[config.mk]
export PLATFORM = sky130hd
export DESIGN_NAME = cpwm_deadband
export DESIGN_NICKNAME = d
export VERILOG_FILES = /design/src/rtl/cpwm_pkg.sv /design/src/rtl/cpwm_counter.sv /design/src/rtl/cpwm_channel.sv /design/src/rtl/cpwm_deadtime.sv /design/src/rtl/cpwm_deadband.sv
export SDC_FILE = /design/constraint.sdc
export NUM_CORES = 1
export LEC_CHECK = 0
export ABC_AREA = 1
export BUFFER_PORTS_ARGS = -buffer_cell sky130_fd_sc_hd__buf_2
export CAP_MARGIN = 20
export CORE_MARGIN = 1
export CORE_UTILIZATION = 25
export CTS_CLUSTER_SIZE = 40
export DETAILED_ROUTE_END_ITERATION = 16
export HOLD_SLACK_MARGIN = 0.05
export MAX_ROUTING_LAYER = met4
export PLACE_DENSITY = 0.37
export SLEW_MARGIN = 20
export SYNTH_ARGS = -nofsm -noshare
export SYNTH_HDL_FRONTEND = slang
export SYNTH_SLANG_ARGS = --single-unit
[constraint.sdc]
create_clock -name clk -period 3.5 [get_ports clk]
set_input_delay 0.7 -clock clk [delete_from_list [all_inputs] [get_ports clk]]
set_output_delay 0.7 -clock clk [all_outputs]
set_load 0.005 [all_outputs]
[src/rtl/cpwm_pkg.sv]
package cpwm_pkg;

  localparam int ADDR_W = 4;
  localparam int DT_W   = 12;

  localparam logic [ADDR_W-1:0] A_CTRL   = 4'h0;
  localparam logic [ADDR_W-1:0] A_PERIOD = 4'h1;
  localparam logic [ADDR_W-1:0] A_DTCODE = 4'h2;
  localparam logic [ADDR_W-1:0] A_OUTEN  = 4'h3;
  localparam logic [ADDR_W-1:0] A_POLINV = 4'h4;
  localparam int                A_CMP0   = 8;

  // Dead-band length in timer clocks from the 8-bit code and division field.
  function automatic logic [DT_W-1:0] dt_cycles(input logic [7:0] code,
                                                input logic [1:0] div);
    logic [DT_W-1:0] base;
    if (!code[7])      base = DT_W'(code);
    else if (!code[6]) base = (DT_W'(code[5:0]) + DT_W'(64)) << 1;
    else if (!code[5]) base = (DT_W'(code[4:0]) + DT_W'(32)) << 3;
    else               base = (DT_W'(code[4:0]) + DT_W'(32)) << 4;
    case (div)
      2'b00:   return base;
      2'b01:   return base << 1;
      default: return base << 2;
    endcase
  endfunction

endpackage

[src/rtl/cpwm_counter.sv]
module cpwm_counter #(
  parameter int CNT_W = 8
) (
  input  logic             clk,
  input  logic             rst_n,
  input  logic             run,
  input  logic             center,
  input  logic [CNT_W-1:0] arr_sh,
  output logic [CNT_W-1:0] cnt_o,
  output logic             reload_o
);

  localparam logic [CNT_W-1:0] ONE = CNT_W'(1);

  logic [CNT_W-1:0] cnt_q, cnt_d, arr_q, arr_d, down_t;
  logic             up_q, up_d, reload;

  always_comb begin
    cnt_d  = cnt_q;
    up_d   = up_q;
    reload = 1'b0;
    down_t = (cnt_q == '0) ? '0 : cnt_q - ONE;
    if (!run) begin
      cnt_d  = '0;
      up_d   = 1'b1;
      reload = 1'b1;
    end else if (!center) begin
      up_d = 1'b1;
      if (cnt_q >= arr_q) begin
        cnt_d  = '0;
        reload = 1'b1;
      end else begin
        cnt_d = cnt_q + ONE;
      end
    end else if (up_q && (cnt_q < arr_q)) begin
      cnt_d = cnt_q + ONE;
    end else begin
      cnt_d  = down_t;
      up_d   = (down_t == '0);
      reload = (down_t == '0);
    end
    arr_d = reload ? arr_sh : arr_q;
  end

  always_ff @(posedge clk or negedge rst_n) begin
    if (!rst_n) begin
      cnt_q <= '0;
      up_q  <= 1'b1;
      arr_q <= '0;
    end else begin
      cnt_q <= cnt_d;
      up_q  <= up_d;
      arr_q <= arr_d;
    end
  end

  assign cnt_o    = cnt_q;
  assign reload_o = reload;

  assert_cnt_le_period_R2 : assert property (@(posedge clk) disable iff (!rst_n)
    cnt_q <= arr_q);

  assert_edge_wrap_R2 : assert property (@(posedge clk) disable iff (!rst_n)
    (run && !center && cnt_q == arr_q) |=> (cnt_q == '0));

  assert_center_turn_R5 : assert property (@(posedge clk) disable iff (!rst_n)
    (run && center && up_q && cnt_q == arr_q && arr_q != '0)
      |=> (!run || !center || cnt_q == $past(cnt_q) - ONE));

endmodule

[src/rtl/cpwm_channel.sv]
module cpwm_channel #(
  parameter int CNT_W = 8,
  localparam int CMP_W = CNT_W + 1
) (
  input  logic             clk,
  input  logic             rst_n,
  input  logic             cmp_wr,
  input  logic [CMP_W-1:0] cmp_data,
  input  logic             reload,
  input  logic [CNT_W-1:0] cnt,
  output logic             ref_o
);

  logic [CMP_W-1:0] sh_q, sh_d, act_q, act_d;

  always_comb begin
    sh_d  = cmp_wr ? cmp_data : sh_q;
    act_d = reload ? sh_q : act_q;
  end

  always_ff @(posedge clk or negedge rst_n) begin
    if (!rst_n) begin
      sh_q  <= '0;
      act_q <= '0;
    end else begin
      sh_q  <= sh_d;
      act_q <= act_d;
    end
  end

  assign ref_o = ({1'b0, cnt} < act_q);

  assert_cmp_hold_R4 : assert property (@(posedge clk) disable iff (!rst_n)
    !$stable(act_q) |-> $past(reload));

endmodule

[src/rtl/cpwm_deadtime.sv]
module cpwm_deadtime #(
  parameter int DT_W = 12
) (
  input  logic            clk,
  input  logic            rst_n,
  input  logic            ref_i,
  input  logic [DT_W-1:0] dt_cyc,
  input  logic            en,
  input  logic            pol,
  output logic            pin_main,
  output logic            pin_comp
);

  localparam logic [DT_W-1:0] ONE = DT_W'(1);

  logic            ref_q;
  logic [DT_W-1:0] tmr_q, tmr_d;
  logic            chg, settled, act_main, act_comp;

  always_comb begin
    chg = ref_i ^ ref_q;
    if (chg)              tmr_d = dt_cyc;
    else if (tmr_q != '0) tmr_d = tmr_q - ONE;
    else                  tmr_d = tmr_q;
  end

  always_ff @(posedge clk or negedge rst_n) begin
    if (!rst_n) begin
      ref_q <= 1'b0;
      tmr_q <= '0;
    end else begin
      ref_q <= ref_i;
      tmr_q <= tmr_d;
    end
  end

  assign settled  = (tmr_q == '0);
  assign act_main = ref_q & settled;
  assign act_comp = ~ref_q & settled;
  assign pin_main = (en & act_main) ^ pol;
  assign pin_comp = (en & act_comp) ^ pol;

  assert_no_overlap_main_R8 : assert property (@(posedge clk) disable iff (!rst_n)
    (act_main && dt_cyc != '0) |=> !act_comp);

  assert_no_overlap_comp_R8 : assert property (@(posedge clk) disable iff (!rst_n)
    (act_comp && dt_cyc != '0) |=> !act_main);

endmodule

[src/rtl/cpwm_deadband.sv]
module cpwm_deadband
  import cpwm_pkg::*;
#(
  parameter int NUM_CH = 4,
  parameter int CNT_W  = 8,
  localparam int CMP_W = CNT_W + 1
) (
  input  logic              clk,
  input  logic              rst_n,
  input  logic              cfg_we,
  input  logic [3:0]        cfg_addr,
  input  logic [CMP_W-1:0]  cfg_wdata,
  output logic [NUM_CH-1:0] pwm_main,
  output logic [NUM_CH-1:0] pwm_comp
);

  logic              run_q, run_d, center_q, center_d;
  logic [1:0]        div_q, div_d;
  logic [7:0]        code_q, code_d;
  logic [NUM_CH-1:0] en_q, en_d, pol_q, pol_d;
  logic [CNT_W-1:0]  arr_q, arr_d;
  logic [CNT_W-1:0]  cnt;
  logic              reload;
  logic [DT_W-1:0]   dt_cyc;
  logic [NUM_CH-1:0] ref_w;

  always_comb begin
    run_d    = run_q;
    center_d = center_q;
    div_d    = div_q;
    code_d   = code_q;
    en_d     = en_q;
    pol_d    = pol_q;
    arr_d    = arr_q;
    if (cfg_we) begin
      case (cfg_addr)
        A_CTRL: begin
          run_d    = cfg_wdata[0];
          center_d = cfg_wdata[1];
          div_d    = cfg_wdata[3:2];
        end
        A_PERIOD: arr_d  = cfg_wdata[CNT_W-1:0];
        A_DTCODE: code_d = cfg_wdata[7:0];
        A_OUTEN:  en_d   = cfg_wdata[NUM_CH-1:0];
        A_POLINV: pol_d  = cfg_wdata[NUM_CH-1:0];
        default: ;
      endcase
    end
  end

  always_ff @(posedge clk or negedge rst_n) begin
    if (!rst_n) begin
      run_q    <= 1'b0;
      center_q <= 1'b0;
      div_q    <= '0;
      code_q   <= '0;
      en_q     <= '0;
      pol_q    <= '0;
      arr_q    <= '0;
    end else begin
      run_q    <= run_d;
      center_q <= center_d;
      div_q    <= div_d;
      code_q   <= code_d;
      en_q     <= en_d;
      pol_q    <= pol_d;
      arr_q    <= arr_d;
    end
  end

  assign dt_cyc = dt_cycles(code_q, div_q);

  cpwm_counter #(.CNT_W(CNT_W)) u_counter (
    .clk      (clk),
    .rst_n    (rst_n),
    .run      (run_q),
    .center   (center_q),
    .arr_sh   (arr_q),
    .cnt_o    (cnt),
    .reload_o (reload)
  );

  for (genvar i = 0; i < NUM_CH; i++) begin : g_ch
    logic cmp_wr;
    assign cmp_wr = cfg_we && (cfg_addr == ADDR_W'(A_CMP0 + i));

    cpwm_channel #(.CNT_W(CNT_W)) u_channel (
      .clk      (clk),
      .rst_n    (rst_n),
      .cmp_wr   (cmp_wr),
      .cmp_data (cfg_wdata),
      .reload   (reload),
      .cnt      (cnt),
      .ref_o    (ref_w[i])
    );

    cpwm_deadtime #(.DT_W(DT_W)) u_deadtime (
      .clk      (clk),
      .rst_n    (rst_n),
      .ref_i    (ref_w[i]),
      .dt_cyc   (dt_cyc),
      .en       (en_q[i]),
      .pol      (pol_q[i]),
      .pin_main (pwm_main[i]),
      .pin_comp (pwm_comp[i])
    );
  end

endmodule

Yosys cells after proc, flatten, opt, wreduce, memory -nomap -nowiden

Index checks and enable logic that the tools add are counted.
W data, S select, Z words.

Register bits after elaboration: 169
Input port bits: 16

Add/subtract/negate cells: 8
$lt $le $gt $ge: 6
Eq/ne operators: 10
Mux-type cells: 24
Bitwise gates (word level): 32
Reductions and logical operators: 26

Operator list:

| operator                | number |
|---|---|
| $mux W12                | 8 |
| $logic_not A12 Y1       | 4 |
| $reduce_bool A12 Y1     | 4 |
| $sub A12 B1 Y12 const B | 4 |
| $mux W8                 | 5 |
| $lt A8 B9 Y1            | 4 |
| $mux W11                | 3 |
| $pmux W12 S2            | 1 |
| $and A1 B1 Y1           | 16 |
| $eq A4 B4 Y1 const B    | 4 |
| $logic_not A8 Y1        | 2 |
| $xor A1 B1 Y1           | 12 |
| $reduce_and A2 Y1       | 5 |
| $add A6 B7 Y8 const B   | 1 |
| $add A8 B1 Y8 const B   | 1 |
| $eq A4 B2 Y1 const B    | 2 |
| $ge A8 B8 Y1            | 1 |
| $lt A8 B8 Y1            | 1 |
| $reduce_bool A2 Y1      | 4 |
| $sub A8 B1 Y8 const B   | 1 |
| $add A5 B6 Y7 const B   | 1 |
| $mux W1                 | 7 |
| $logic_and A1 B1 Y1     | 5 |
| $eq A4 B1 Y1 const B    | 1 |
| other kinds (6)         | 9 |

Longest topological paths before layout

Word-level depth: 6
Gate-level depth with buffers: 16
Mapped depth without buffers: 15

Hierarchy

Synthesis repeated with hierarchy kept, for this count alone.

Cells, all modules: 1334
Area total of the unflattened synthesis: 10900.5 µm²

By module, submodules not included:

| module        | instances | cells each | area each (µm²) | sequential area each (µm²) |
|---|---|---|---|---|
| cpwm_deadtime | 4         | 149        | 1057.3          | 325.3 |
| cpwm_channel  | 4         | 91         | 924.6           | 450.4 |
| cpwm_deadband | 1         | 197        | 1567.8          | 700.7 |
| cpwm_counter  | 1         | 177        | 1405.1          | 426.7 |

Least setup slack after synthesis

OpenSTA, ideal clock, no wires.

Path kind: reg-to-output
Start point: register g_ch[1].u_deadtime.tmr_q[0]
End point: output port pwm_main[1]
Arrival time: 1.749 ns
Required time: 2.800 ns
Slack: 1.051 ns
Stages on the path, launching flop included: 11
Path through: dfrtp_1 -> inv_1 -> ha_1 -> nand3_1 -> nor3_1 -> nand2_1 -> clkbuf_1 -> inv_1 -> nand3_1 -> xor2_1 -> buf_4

Longest elaborated chain between the ends: 4

RTL lines:

| item                     | RTL line            | source |
|---|---|---|
| start: declaration       | cpwm_deadtime.sv:17 | `logic [DT_W-1:0] tmr_q, tmr_d;` |
| start signal: assignment | cpwm_deadtime.sv:33 | `tmr_q <= tmr_d;` |
| $logic_not A12 Y1        | cpwm_deadtime.sv:37 | `assign settled = (tmr_q == '0);` |
| $and A1 B1 Y1            | cpwm_deadtime.sv:38 | `assign act_main = ref_q & settled;` |
| $and A1 B1 Y1            | cpwm_deadtime.sv:40 | `assign pin_main = (en & act_main) ^ pol;` |
| $xor A1 B1 Y1            | cpwm_deadtime.sv:40 |  |
| end: declaration         | cpwm_deadband.sv:13 | `output logic [NUM_CH-1:0] pwm_main,` |

Every way passes these cells.

Worst setup path after layout

Ends and elaborated chain as after synthesis.

==> results.toml <==
[logic_synthesis]
muxShareOfSynthArea_pct = 0
synthCells = 1190
synth_nets = 1249
netlist_top_cells_area = "dfrtp_1, nand2_1, nand3_1"
synth_top_family_by_area = "simple AND/OR/NAND/NOR gates"
synthSimpleGateAreaFrac_pct = 27.68
yosysTopAreaCellShare_pct = 43.82
synth_compound_area_share_pct = 9.391
ys.warnings.count = 0
ys_seq_area_share_pct = 44.10
yosys.cell_types.count = 43
ys_seq_elements = 169
synth_fa_ha_area_share_pct = 5.608
syn_avg_cell_area_sq_um = 8.061
yosys.area_share.xor_xnor_pct = 4.200
synth.cell_area_sq_um = 9593
synth_top_cell_by_area = "dfrtp_1"

[critical_path]
reg2reg_setup_slack_ns = 0.72
reg2reg_depth = 13
reg2reg_from = "u_counter.cnt_o[1]"
worstPathCellList = "inv_1, ha_1, nand3_1, nor3_1, nand2_1, inv_1, nand3_1, xor2_1, buf_2"
crit_required_ns = 2.80
crit_type = "reg2out"
cp_slowest_stage_delay_ns = 0.38
r2r_end = "g_ch[0].u_channel.act_q[2]"
slowest_stage = "dfrtp_1"
cp_max_fo = 11
start_kind = "register"
arrival_ns = 2.58
endpoint_kind = "primary output"

[pwr]
swShare_pct = 41.82
p_clk_share_pct = 23.4
seqPwrFrac_pct = 35.5
intPower_mw = 5.044
p_leak_nw = 5.262
power.switching_mw = 3.626
power_density_nw_per_um2 = 803.9
power_frac_comb_pct = 41.1
vdd_drop_max_v = 0.0002957

[sta]
timing.fmax_ghz = 0.3048
slew_viol_final = 0
finalCriticalPeriod_ns = 3.281
min_period_over_period_pct = 93.74
setup_viol = 0
relSlewSlack_pct = 26.20
grt_setup_unrepaired = "no"
tightest_slew_ns = 1.095
skew_ns = 0.009279
whs_ns = 0.3053
fin_tns_setup_ns = 0
hold_viol_final = 0

[global_route]
grt_usage_pct = 15.49
grt_pass1_vias = 7611
grt_pass1_wl_um = 44170
gr-total-overflow = 0
antenna_found_initial = 1
grt_max_degree = 83

[cells_and_area]
final_nets = 1264
final_cell_mix = "nand2_1, dfrtp_1, inv_1, nand3_1, o21ai_0"
area_growth_pct = 12.42
drive_gt1_share_pct = 13.71
layout_commonest_cell = "nand2_1"
num_antenna_cells = 0

[clock_network]
cts_sinks = 169
tritoncts = "done"
cts_root_buf = "clkbuf_16"
cts.clk_slew.worst_paths_ns = 0.07
htree_levels = 4
clkLatencyLatePin_ns = 0.45
ctsHoldBuffers = 0
clockBufferDepth = 2
numCtsBuffers = 17

[detailed_routing]
drtPass1Iterations = 4
viasPerCell = 4.360
avgRoutedWirePerCell_um = 15.78
drt_iter0_drc = 304
routed_wl_um = 27290
vias = 7538
route.detailed.drc = 0
ant_nets = 0

[die]
fp.dieH_um = 197.9
ioPinCount = 24
std_cell_rows = 71
start_util_pct = 25.41
dieArea_sq_um = 39160
core_sq_um = 37760
die_w_um = 197.9

[placement]
finalWeightedCongestion = 0.7988
hpwl_um = 19110
port_buffers = 23

[run_status]
outcome = "finished, final reports clean"

[run]
drv_cap = 0

[worst_hold_path]
hp-class = "in2async"
-- worst max-delay path, delay by kind of cell (launching register included) --
| family | cells | cell delay (ns) |
|---|---|---|
| adder cells (fa/ha/maj) | 1 | 0.20 |
| XOR/XNOR | 1 | 0.17 |
| flip-flops | 1 | 0.38 |
| buffers and inverters | 3 | 0.45 |
| AND/OR/NAND/NOR | 4 | 0.93 |
-- flip-flops by register name, summed over array words and instances, names as in the netlist, 8 cells and up --
register	count
g_ch.u_channel.sh_q	36
g_ch.u_deadtime.tmr_q	48
g_ch.u_channel.act_q	36
u_counter.cnt_o	8
arr_q	8
u_counter.arr_q	8
code_q	8
-- synth_stat cells, drive strengths merged --
| cell type | n |
|---|---|
| dfrtp | 168 |
| dfstp | 1 |
| o21ai | 117 |
| dlygate4sd1 | 3 |
| o31ai | 1 |
| o22ai | 4 |
| a21oi | 27 |
| nand3b | 4 |
| inv | 147 |
| a21o | 1 |
| nand2 | 350 |
| xnor2 | 11 |
| a211oi | 2 |
| o21a | 7 |
| clkbuf | 19 |
| o221ai | 1 |
| nand3 | 122 |
| nor3 | 12 |
| o211ai | 5 |
| buf | 15 |
| bufinv | 1 |
| clkinv | 2 |
| or2 | 1 |
| ha | 43 |
| xor2 | 35 |
| a22oi | 1 |
| dlymetal6s2s | 1 |
| a31oi | 3 |
| nand4 | 13 |
| nor2 | 73 |
-- worst max path at each step --
stage / startpoint / to / slack, ns
finish: g_ch[1].u_deadtime.tmr_q[0] / pwm_main[1] / 0.22
global route: g_ch[1].u_deadtime.tmr_q[0] / pwm_main[1] / 0.01
CTS: g_ch[2].u_deadtime.tmr_q[0] / pwm_main[2] / 0.13
detailed placement: g_ch[2].u_deadtime.tmr_q[0] / pwm_main[2] / 0.64
global placement: g_ch[2].u_deadtime.tmr_q[0] / pwm_comp[2] / 0.60
floorplan: g_ch[1].u_deadtime.tmr_q[0] / pwm_main[1] / 1.05
-- cell families (layout without fill, tap and decap cells) --
| logic type | count (synthesis) | count (layout) |
|---|---|---|
| XOR/XNOR | 46 | 46 |
| buffers and inverters | 188 | 216 |
| flip-flops | 169 | 169 |
| AO/OA/AOI/OAI | 169 | 169 |
| AND/OR/NAND/NOR | 575 | 575 |
| adder cells (fa/ha/maj) | 43 | 43 |
-- final cells by class --
class	count	area, sq um
inverters	150	576.8
clock inverters	9	138.9
fillers	4164	26970
multi-input cells	833	4502
repair buffers	34	219.0
well taps	511	639.4
flip-flops and latches	169	4230
clock buffers	23	478.0
-- per-stage QoR --
step / worst slack (ns) / util, % / power (mW) / cell area [sq um] / instances
4_1_cts: 0.1342 / 28.55 / 8.818 / 10780 / 1729
6_report: 0.2191 / 28.56 / 8.670 / 10780 / 1729
3_3_place_gp: 0.5968 / 26.92 / 6.735 / 10160 / 1697
2_1_floorplan: 1.051 / - / 5.843 / 9593 / 1190
5_1_grt: 0.01436 / 28.56 / 9.516 / 10780 / 1729
3_5_place_dp: 0.6370 / 26.92 / 6.732 / 10160 / 1697
-- metal layers --
layer | vias up | global-route usage, % | share of wire (%)
li1 | 3849 | - | -
met1 | 3597 | 20.98 | 51
met2 | 74 | 23.90 | 46
met3 | 18 | 2.691 | 2.2
met4 | 0 | 3.732 | 0.93
met5 | - | - | 0
-- timing repair --
action,4_1_cts,5_1_grt
gates resized for setup,0,2
setup buffers,0,0
endpoints found under the hold margin,0,0
setup endpoints to repair,0,2
-- power by group through the flow --
stage               clock (mW)  sequential, mW  combinational, mW
global placement             0            3.13               3.61
floorplan                    0            2.96               2.88
finish                    2.03            3.08               3.56
CTS                       2.10            3.08               3.63
global route              2.17            3.17               4.18
detailed placement           0            3.11               3.62
No activity file was read; power rests on OpenSTA's default activity.
